<file path="src/rtl/msi_rx_pkg.sv">
package msi_rx_pkg;

    // Outcome of decoding one bus access.
    typedef enum logic [1:0] {
        ACC_REJECT   = 2'd0,  // bad alignment, width or address
        ACC_READ     = 2'd1,  // good read, returns zero
        ACC_DOORBELL = 2'd2,  // good write to a page's offset-zero word
        ACC_INERT    = 2'd3   // good write anywhere else in a page
    } acc_kind_e;

    typedef enum logic {
        ST_IDLE  = 1'b0,
        ST_PULSE = 1'b1
    } rx_state_e;

    localparam int unsigned WORD_BYTES = 4;
    localparam int unsigned DATA_W     = 32;

endpackage

</file>
<file path="src/rtl/msi_access_check.sv">
module msi_access_check
    import msi_rx_pkg::*;
#(
    parameter int unsigned        ADDR_W      = 32,
    parameter int unsigned        PAGE_SHIFT  = 12,
    parameter int unsigned        NUM_FILES   = 4,
    parameter logic [ADDR_W-1:0]  REGION_BASE = 'h2800_0000,
    parameter int unsigned        FILE_W      = 2
) (
    input  logic              acc_valid,
    input  logic              acc_write,
    input  logic [ADDR_W-1:0] acc_addr,
    input  logic [2:0]        acc_bytes,
    output acc_kind_e         acc_kind,
    output logic [FILE_W-1:0] acc_page
);

    localparam logic [ADDR_W-1:0] REGION_LEN = ADDR_W'(NUM_FILES) << PAGE_SHIFT;
    localparam int unsigned       LANE_W     = $clog2(WORD_BYTES);

    logic [ADDR_W-1:0] offset;
    logic              below_base;
    logic              past_end;
    logic              misaligned;
    logic              bad_width;
    logic              at_doorbell;

    assign offset      = acc_addr - REGION_BASE;
    assign below_base  = acc_addr < REGION_BASE;
    assign past_end    = offset >= REGION_LEN;
    assign misaligned  = |acc_addr[LANE_W-1:0];
    assign bad_width   = acc_bytes != 3'(WORD_BYTES);
    assign at_doorbell = offset[PAGE_SHIFT-1:0] == '0;

    // Page index: a single file has no index bits to decode.
    generate
        if (NUM_FILES > 1) begin : g_multi
            assign acc_page = offset[PAGE_SHIFT +: FILE_W];
        end else begin : g_single
            assign acc_page = '0;
        end
    endgenerate

    always_comb begin
        if (!acc_valid) begin
            acc_kind = ACC_INERT;
        end else if (misaligned || bad_width || below_base || past_end) begin
            acc_kind = ACC_REJECT;
        end else if (!acc_write) begin
            acc_kind = ACC_READ;
        end else if (at_doorbell) begin
            acc_kind = ACC_DOORBELL;
        end else begin
            acc_kind = ACC_INERT;
        end
    end

endmodule

</file>
<file path="src/rtl/msi_id_filter.sv">
module msi_id_filter
    import msi_rx_pkg::*;
#(
    parameter int unsigned ID_COUNT = 64,
    parameter int unsigned ID_W     = 6
) (
    input  logic [DATA_W-1:0] msg_data,
    output logic              msg_ok,
    output logic [ID_W-1:0]   msg_id
);

    // Identity zero is reserved; values at or above the count are ignored.
    assign msg_ok = (msg_data != '0) && (msg_data < DATA_W'(ID_COUNT));
    assign msg_id = msg_data[ID_W-1:0];

endmodule

</file>
<file path="src/rtl/msi_doorbell_rx.sv">
module msi_doorbell_rx
    import msi_rx_pkg::*;
#(
    parameter int unsigned       NUM_FILES   = 4,
    parameter int unsigned       ID_COUNT    = 64,
    parameter int unsigned       ADDR_W      = 32,
    parameter int unsigned       PAGE_SHIFT  = 12,
    parameter logic [ADDR_W-1:0] REGION_BASE = 'h2800_0000,
    localparam int unsigned      FILE_W      = (NUM_FILES > 1) ? $clog2(NUM_FILES) : 1,
    localparam int unsigned      ID_W        = $clog2(ID_COUNT)
) (
    input  logic              clk,
    input  logic              rst_n,
    input  logic              bus_valid,
    input  logic              bus_write,
    input  logic [ADDR_W-1:0] bus_addr,
    input  logic [2:0]        bus_bytes,
    input  logic [31:0]       bus_wdata,
    output logic [31:0]       bus_rdata,
    output logic              bus_err,
    output logic              set_pend,
    output logic [FILE_W-1:0] set_file,
    output logic [ID_W-1:0]   set_id
);

    acc_kind_e         kind;
    logic [FILE_W-1:0] page;
    logic              id_ok;
    logic [ID_W-1:0]   id;
    logic              hit;

    rx_state_e         state_q;
    rx_state_e         state_d;
    logic [FILE_W-1:0] file_q;
    logic [ID_W-1:0]   id_q;

    msi_access_check #(
        .ADDR_W      (ADDR_W),
        .PAGE_SHIFT  (PAGE_SHIFT),
        .NUM_FILES   (NUM_FILES),
        .REGION_BASE (REGION_BASE),
        .FILE_W      (FILE_W)
    ) u_access (
        .acc_valid (bus_valid),
        .acc_write (bus_write),
        .acc_addr  (bus_addr),
        .acc_bytes (bus_bytes),
        .acc_kind  (kind),
        .acc_page  (page)
    );

    msi_id_filter #(
        .ID_COUNT (ID_COUNT),
        .ID_W     (ID_W)
    ) u_idf (
        .msg_data (bus_wdata),
        .msg_ok   (id_ok),
        .msg_id   (id)
    );

    assign hit       = (kind == ACC_DOORBELL) && id_ok;
    assign bus_err   = (kind == ACC_REJECT);
    assign bus_rdata = '0;

    // Next-state selection.
    always_comb begin
        state_d = state_q;
        unique case (state_q)
            ST_IDLE:  state_d = hit ? ST_PULSE : ST_IDLE;   // IDLE_TO_PULSE / IDLE_HOLD
            ST_PULSE: state_d = hit ? ST_PULSE : ST_IDLE;   // PULSE_TO_PULSE / PULSE_TO_IDLE
            default:  state_d = ST_IDLE;
        endcase
    end

    // State and captured payload.
    always_ff @(posedge clk or negedge rst_n) begin
        if (!rst_n) begin
            state_q <= ST_IDLE;
            file_q  <= '0;
            id_q    <= '0;
        end else begin
            state_q <= state_d;
            if (hit) begin
                file_q <= page;
                id_q   <= id;
            end
        end
    end

    // Outputs from state.
    always_comb begin
        set_pend = 1'b0;
        set_file = '0;
        set_id   = '0;
        unique case (state_q)
            ST_IDLE: ;
            ST_PULSE: begin
                set_pend = 1'b1;
                set_file = file_q;
                set_id   = id_q;
            end
            default: ;
        endcase
    end

endmodule

</file>
<file path="config.mk">
export PLATFORM = sky130hd
export DESIGN_NAME = msi_doorbell_rx
export DESIGN_NICKNAME = d
export VERILOG_FILES = /design/src/rtl/msi_rx_pkg.sv /design/src/rtl/msi_access_check.sv /design/src/rtl/msi_id_filter.sv /design/src/rtl/msi_doorbell_rx.sv
export SDC_FILE = /design/constraint.sdc
export NUM_CORES = 1
export LEC_CHECK = 0
export BUFFER_PORTS_ARGS = -buffer_cell sky130_fd_sc_hd__buf_4
export CAP_MARGIN = 10
export CORE_ASPECT_RATIO = 1.2
export CORE_MARGIN = 3
export CORE_UTILIZATION = 29
export CTS_BUF_LIST = sky130_fd_sc_hd__clkbuf_16
export DETAILED_ROUTE_END_ITERATION = 10
export MAX_ROUTING_LAYER = met4
export PLACE_DENSITY_LB_ADDON = 0.12
export SYNTH_ARGS = -nofsm -noshare
export SYNTH_HDL_FRONTEND = slang
export SYNTH_SLANG_ARGS = --single-unit
</file>
<file path="constraint.sdc">
create_clock -name clk -period 1.46 [get_ports clk]
set_input_delay 0.219 -clock clk [delete_from_list [all_inputs] [get_ports clk]]
set_output_delay 0.219 -clock clk [all_outputs]
set_load 0.01 [all_outputs]
</file>
* Word level (Yosys, flattened, before mapping)
Index checks and enable logic that the tools add are counted.
** Cells by class
- Add/subtract/negate cells :: 1
- Mux-type cells :: 8
- Eq/ne operators :: 2
- Divide/modulo/power cells :: 0
- Magnitude comparators :: 3
- Reduce and logical (&&, ||, !) cells :: 9
- $mul :: 0
- Shifts and indexed selects :: 0
- Bitwise operators :: 0
** Operators with widths (number)
- 32-bit by 15-bit greater-or-equal comparator with 1-bit output, second input constant :: 1
- 32-bit by 30-bit < comparator with 1-bit output, second input constant :: 1
- 32-bit by 7-bit < comparator with 1-bit output, second input constant :: 1
- 32-bit nonzero test :: 1
- 32-bit by 30-bit subtractor with 32-bit output, second input constant :: 1
- 12-bit logical NOT :: 1
- 2-bit two-way mux :: 4
- 6-bit two-way mux :: 1
- 1-bit logical OR :: 3
- 1-bit two-way mux :: 3
- 3-bit inequality test, second input constant :: 1
- 2-bit equality test, second input constant :: 1
- 1-bit logical AND :: 2
- 2-bit logical NOT :: 1
- 2-bit OR reduction :: 1
** Storage, ports and cells
- Memories kept :: 0
- Register bits after elaboration :: 9
- Memory bits (writable) :: 0
- Latch bits :: 0
- Memory bits (read-only) :: 0
- Input port bits :: 71
- Output and inout port bits :: 42

* Depth between registers and ports, before layout
Gate-level depths: netlist (run 1).
- Depth after elaboration :: 9
- Depth in mapped cells :: 7
- Gate-level depth less buffers :: 7

* By module
Synthesis (run 1) repeated with hierarchy kept, for this count alone.
** Unflattened totals
- Cells, all modules :: 101
- Area, all modules :: 935.9 um2
** By module, submodules not included
- msi_doorbell_rx :: sequential area each 225.2 um2, area an instance 636.9 um2, cells an instance 61, times used 1
- msi_access_check :: sequential area each 0.0 um2, area an instance 178.9 um2, cells an instance 22, times used 1
- msi_id_filter :: sequential area each 0.0 um2, area an instance 120.1 um2, cells an instance 18, times used 1

* Worst setup path after synthesis (run 1)
OpenSTA, ideal clock, no wires.
- Path type :: input to register
- Start point :: input port bus_addr[27]
- End point :: register file_q[0]
- Path slack :: -0.295 ns
- Stages :: 7
- Arrival time :: 1.630 ns
- Library setup time :: 0.125 ns
- Cells stage by stage :: inv_1 ha_1 nor4b_1 nand4_1 nor4_4 nand2_4 mux2_4
** Between the ends
- Word-level cells in the longest chain between the ends :: 7
- Elaborated cells on any way between the ends :: 9
- Classes of those cells :: add/sub (1); order compare (2); eq/ne (1); mux (2); reduce/logical (3)
** RTL lines
- from (decl) :: line msi_doorbell_rx.sv:16 : input logic [ADDR_W-1:0] bus_addr,
- 32-bit by 30-bit subtractor with 32-bit output or 32-bit by 30-bit < comparator with 1-bit output (tied branches) :: line msi_access_check.sv:28, msi_access_check.sv:29
- 32-bit by 15-bit greater-or-equal comparator with 1-bit output or 1-bit logical OR (tied branches) :: line msi_access_check.sv:30, msi_access_check.sv:47
- 1-bit logical OR * :: line msi_access_check.sv:47 : end else if (misaligned || bad_width || below_base || past_end) begin
- 2-bit two-way mux * :: line msi_access_check.sv:47
- 2-bit two-way mux * :: line msi_access_check.sv:45 : if (!acc_valid) begin
- 2-bit equality test * :: line msi_doorbell_rx.sv:61 : assign hit = (kind == ACC_DOORBELL) && id_ok;
- 1-bit logical AND * :: line msi_doorbell_rx.sv:61
- to (signal assigned) :: line msi_doorbell_rx.sv:84 : file_q <= page;
- to (decl) :: line msi_doorbell_rx.sv:34 : logic [FILE_W-1:0] file_q;
Mark *: on every way between the ends. The rest lies on a longest branch, timed or not.
A chain may end at the register's enable or synchronous reset.

* Worst setup path in the final report (run 1)
- Start point :: input port bus_wdata[1]
- End point :: register id_q[4]
** Between the ends
- Word-level cells in the longest chain between the ends :: 3
- Elaborated cells on any way between the ends :: 4
- Classes of those cells :: order compare (1); reduce/logical (3)
** RTL lines
- from (decl) :: line msi_doorbell_rx.sv:18 : input logic [31:0] bus_wdata,
- 32-bit by 7-bit < comparator with 1-bit output or 32-bit nonzero test (tied branches) :: line msi_id_filter.sv:13 : assign msg_ok = (msg_data != '0) && (msg_data < DATA_W'(ID_COUNT));
- 1-bit logical AND * :: line msi_id_filter.sv:13
- 1-bit logical AND * :: line msi_doorbell_rx.sv:61
- to (signal assigned) :: line msi_doorbell_rx.sv:85 : id_q <= id;
- to (decl) :: line msi_doorbell_rx.sv:35 : logic [ID_W-1:0] id_q;
Marked as above.

==> summary.txt, run 1 <==
Outcome
  – Status: finished, violations left
  – Failing checks: negative setup slack

Clock tree
  – CTS tree: done
  – Clock Sinks: 9
  – Clock-pin slew on the worst setup and hold paths: roughly 0.040 ns
  – Worst-Skew Late Latency: about 0.23 ns
  – H-tree level count: 1
  – Max Root-Sink Buffers: 2
  – Total CTS buffers: 3
  – Clock Tree Root: clkbuf_16

Critical path
  – Critical Path End Type: register
  – Slowest-stage cell, CP: or4_4
  – CP max stage delay: around 0.53 ns
  – WP depth: 7
  – Crit path kind: in -> reg
  – Bufs and invs on worst path: 2
  – Cells along the critical path: buf_6 -> or4_4 -> o311ai_4 -> nor4_4 -> buf_4 -> nand2_8 -> mux2_4
  – RR Startpoint: id_q[3]
  – Worst Path Arrival: ~1.7 ns
  – Critical R2R Capture: id_q[3]
  – Critical path capture point: id_q[4]
  – Worst r2r path cells: 1
  – R2R setup slack: a little under 0.7 ns
  – CP delay by family, top: simple AND/OR/NAND/NOR gates
  – Crit Path Max Fanout: 5
  – CP Launch Type: input port
  – Crit path launch: bus_wdata[1]
  – Required time of the critical path: 1.57 ns

Power
  – VDD IR-drop max: approximately 0.55 mV
  – Final Power: 0.0009848 W
  – Leakage power: slightly below 0.9 nW
  – Pwr dens: slightly below 600 nW/um^2

Floorplanning
  – Chip width: roughly 57 um
  – I/O pins: between 100 and 150
  – Num rows: 21
  – Initial core utilization: approximately a third
  – Die area: 3867 um^2
  – Die H: between 60 and 70 um
  – Core Area: between 2000 and 3000 um^2

STA
  – Clock Skews: 0 ns
  – WHS: between 0.2 and 0.25 ns
  – Final slew viol count: 0
  – Setup violators final: 9
  – Max frequency: just over 0.6 GHz
  – Final Hold Viols: 0
  – Min cycle time layout: ~1.6 ns
  – Final WS setup: -0.1706 ns
  – Ratio of final minimum period to clock period: 111.7%
  – RSZ-0062 raised after global routing: yes

Global route
  – Largest net degree at the start of global routing: 10
  – First-pass GRT wire length: about 4200 um
  – Antenna violations before repair: 0
  – GRT Util Overall: between 10 and 15%
  – Vias in the first global route: 938
  – Grt total ovfl: 0

Drt
  – Detail Route Antenna Nets: 0
  – Drt first-iter violations: 9
  – First drt pass iteration count: 2
  – Via count: 916
  – Post-Route WL: between 2000 and 3000 um
  – Remaining DRCs: 0
  – DR vias/cell: between 4 and 5
  – Wire length per cell: ~14 um

Placed design
  – Post-DP HPWL: ~2500 um
  – PortBufs: 80
  – Gpl congestion: roughly 0.8

Yosys
  – Post-synthesis cell count: 91
  – Post-synth top area share: 26.27%
  – EDFF count, synth: 0
  – Library cells used by synthesis: 23
  – Fraction of registers with async set/reset: 100.0%
  – Top-count cell post-synth: buf_4
  – Top post-synthesis cells by count: buf_4 (32), dfrtp_1 (9), and2_1 (8), mux2_4 (8), nor4_1 (7)
  – Mean post-synth cell area: just over 10 um^2
  – Mapped cell area: approximately 910 um^2
  – Post-synth top area cell: buf_4
  – Synth top area cells: buf_4 (26%), dfrtp_1 (25%), mux2_4 (13%)
  – Flops & latches, synth: 9
  – Prevailing post-synth register cell: dfrtp_1
  – Yosys warns: 0
  – Sequential fraction of the synthesis area: about 25%

Cells and area
  – Util after Layout: between 50% and 60%
  – NumNets Final: ~250
  – Share of cells above drive strength 1: 63.33%
  – Area Overhead vs Synth: 81.94%
  – ANT cells: 0

Run
  – Max cap viols: 0

Min path
  – Min-Delay Path Class: in -> reg
==> through the flow <==
step           area [um^2]  setup TNS (ns)  setup WS, ns  cells
3_5_place_dp          1499          -3.723       -0.4261    206
4_1_cts               1658          -1.375       -0.1741    214
3_3_place_gp          1499          -3.705       -0.4190    206
5_1_grt               1664          -2.034       -0.2722    214
2_1_floorplan         1081          -1.233       -0.1541    122
6_report              1664          -1.366       -0.1706    214
==> placed cells by master, fill, tap and decap left out, types with 2 or more instances in the layout <==
master and instances:
nor4_4 2, mux2_4 8, buf_6 2, inv_4 2, clkbuf_16 3, dfrtp_1 9, nor4_2 8, buf_4 80
nor4_1 4, nand4_1 3, and2_1 8, buf_8 2, nor2_1 2, conb_1 32
==> cell type report <==
cell class	instances	area [um^2]
repair buffers	85	663.1
multi-input cells	79	638.1
well taps	34	42.54
inverters	3	16.27
fillers	264	1226
flip-flops and latches	9	225.2
clock buffers	3	75.07
clock inverters	1	3.754
==> where the power goes <==
part	internal, W	switching, W	leakage, nW
clock	0.000358	0.000118	0.0423
sequential	0.000251	0.000000000000000000000571	0.126
combinational	0.000152	0.000106	0.708
total	0.000760	0.000224	0.876
==> sequential cells by signal, indices dropped and copies added (netlist names) <==
register,cells
id_q,6
state_q,1
file_q,2
==> metal layers <==
metal | wire length, um | track usage (%)
met1 | 1113 | 17.13
met2 | 1418 | 24.71
met3 | 360 | 4.398
met4 | 10 | 5.217
met5 | 0 | -
==> how the worst min path moves through the flow <==
stage / startpoint / to / slack, ns / depth (start not counted)
3_5_place_dp: rst_n / id_q[2] / 0.05 / 1
3_3_place_gp: rst_n / id_q[2] / 0.05 / 1
5_1_grt: bus_wdata[1] / id_q[1] / 0.22 / 2
4_1_cts: bus_addr[13] / file_q[1] / 0.21 / 2
6_report: bus_wdata[1] / id_q[1] / 0.21 / 2
2_1_floorplan: rst_n / file_q[0] / -0.08 / 0
==> logic make-up (layout without fill, tap and decap cells) <==
kind of cell	count (synthesis)	count (layout)	synth area share (%)
buf+inv	35	92	27.50
simple gates	33	34	28.73
flops	9	9	24.62
mux	8	8	13.13
compound gates	2	2	2.326
xor+xnor	2	2	1.916
fa+ha+maj	1	1	1.368
other cells	1	32	0.4100
==> timing repair <==
item,4_1_cts,5_1_grt
endpoints found under the hold margin,9,0
resized for setup,9,1
pin swaps,0,4
hold buffers,1,0
setup endpoints to repair,9,9
cloned,1,0
setup buffers,2,0
(Power assumes the default switching activity.)
==> inputs of run 2 (changes only) <==
- CTS_CLUSTER_DIAMETER: default -> 30
- MAX_ROUTING_LAYER: met4 -> default
==> summary.txt, run 2 (synthesized netlist as in run 1, its figures left out) <==
Outcome
  – Status: finished, violations left
  – Failing checks: negative setup slack

Drt
  – Via count: just over 900
  – Detail Route Antenna Nets: 0
  – First drt pass iteration count: 4
  – Remaining DRCs: 0
  – Post-Route WL: 2899 um
  – Drt first-iter violations: 13
  – Wire length per cell: 13.55 um
  – Length of routed met2 wiring: between 1000 and 1500 um
  – DR vias/cell: between 4 and 5
  – Top layer reached by signal wires: met4
  – Met3 routed WL: ~390 um
  – Met1 WL: ~1100 um

Global route
  – Grt total ovfl: 0
  – GRT Util Overall: between 10% and 20%
  – Vias in the first global route: 939
  – Largest net degree at the start of global routing: 10
  – Antenna violations before repair: 0
  – First-pass GRT wire length: around 4200 um

Min path
  – Hold Path Sink: id_q[1]
  – Min-Delay Path Class: in -> reg
  – Worst hold start: bus_wdata[1]
  – Hold Path Cell Cnt: 2

Critical path
  – Worst r2r path cells: 1
  – Critical R2R Capture: id_q[3]
  – Required time of the critical path: 1.57 ns
  – RR Startpoint: id_q[3]
  – R2R setup slack: approximately 0.69 ns
  – CP Launch Type: input port
  – Crit Path Max Fanout: 5
  – Critical Path End Type: register
  – Crit path kind: in -> reg
  – Worst Path Arrival: ~1.8 ns

Cells and area
  – Final std cells w/o fill: ~210
  – ANT cells: 0
  – Filler cells: about 260
  – Top flop regs: id_q: 6 flops, file_q: 2 flops, state_q: 1 flops
  – Most common cell after layout, fill and taps aside: buf_4
  – Commonest non-fill, non-tap cells in the layout: buf_4 (80), conb_1 (32), dfrtp_1 (9)
  – Area occupied by multi-input gates: between 600 and 700 um^2
  – Reg area: 225.2 um^2
  – Share of cells above drive strength 1: between 60% and 70%
  – Largest register by flop count: id_q
  – NumNets Final: 253
  – Area Overhead vs Synth: 81.94%
  – Max reg flops: 6

STA
  – Min cycle time layout: around 1.6 ns
  – Setup violators final: 9
  – Ratio of final minimum period to clock period: 111.8%
  – WHS: around 0.22 ns
  – Final slew viol count: 0
  – Max frequency: about 0.61 GHz
  – RSZ-0062 raised after global routing: yes
  – Final Hold Viols: 0
  – Clock Skews: 0 ns
  – Final WS setup: -0.1724 ns

Clock tree
  – Clock Tree Root: clkbuf_16
  – CTS tree: done
  – H-tree level count: 1
  – Worst-Skew Late Latency: 0.23 ns
  – Clock-pin slew on the worst setup and hold paths: approximately 0.04 ns
  – Total CTS buffers: 3
  – Max Root-Sink Buffers: 2
  – Clock Sinks: 9

Placed design
  – Inst Count DP: 206
  – PortBufs: 80
  – Post-DP HPWL: ~2500 um
  – Dpl ws: -0.4261 ns
  – Gpl congestion: approximately 0.79

Power
  – Pwr dens: 589.9 nW/um^2
  – Leakage power: slightly below 0.9 nW
  – Final Power: about 0.00098 W
  – VDD IR-drop max: approximately 0.55 mV
  – Gate power share: 26.3%
  – Internal power: approximately 0.00076 W
  – Reg power frac: roughly 26%
  – Clock Power Share: about half
  – P_sw: roughly 0.00022 W
  – Net Sw Frac: between 20% and 30%

Floorplanning
  – Chip width: between 50 and 60 um
  – Initial core utilization: 31.65%
  – Num rows: 21
  – Die H: around 68 um
  – Die area: about 3900 um^2
  – I/O pins: between 100 and 150
  – Core Area: just under 3000 um^2

Run
  – Max cap viols: 0
==> run 2: cell counts in the layout (fill, tap and decap cells not counted) <==
Identical to the previous run, type by type.
==> run 2: timing repair <==
item	4_1_cts	5_1_grt
hold buffers	1	0
setup buffers	2	0
endpoints found under the hold margin	9	0
pin swaps	0	4
gates cloned	1	0
resized for setup	9	1
setup endpoints to repair	9	9
==> run 2: cell type report <==
type,count,share of cell area (%)
Clock buffer,3,4.511
Clock inverter,1,0.2256
Multi-Input combinational cell,79,38.35
Sequential cell,9,13.53
Timing Repair Buffer,85,39.85
Tap cell,34,2.556
Inverter,3,0.9774
==> run 2: routing by layer <==
metal,track usage (%),up-vias
li1,-,438
met3,5.163,2
met5,0,-
met1,16.67,404
met4,5.217,0
met2,24.71,70
==> run 2: stage by stage <==
step	utilization, %	TNS [ns]	instance area [um^2]
after floorplan	-	-1.233	1081
after global placement	51.86	-3.705	1499
after detailed placement	51.86	-3.723	1499
after CTS	57.36	-1.375	1658
after global routing	57.58	-2.034	1664
final	57.58	-1.377	1664
==> run 2: critical path, stage by stage <==
cell and delay (ns):
buf_6 0.09, or4_4 0.53, o311ai_4 0.27, nor4_4 0.07
buf_4 0.16, nand2_8 0.09, mux2_4 0.30
==> run 2: how the worst max path moves through the flow <==
stage / end / depth (start not counted) / startpoint
finish: id_q[4] / 7 / bus_wdata[1]
global route: id_q[0] / 9 / bus_addr[27]
CTS: id_q[5] / 9 / bus_addr[27]
detailed placement: file_q[0] / 8 / bus_addr[27]
global placement: id_q[2] / 8 / bus_addr[27]
floorplan: file_q[0] / 5 / bus_wdata[1]
==> run 2: power groups by stage <==
stage                     registers (W)  clock network, W  logic (W)
after global routing           0.000250          0.000499   0.000282
final                          0.000251          0.000473   0.000258
after floorplan                0.000254                 0   0.000131
after CTS                      0.000251          0.000480   0.000257
after global placement         0.000254                 0   0.000242
after detailed placement       0.000254                 0   0.000244
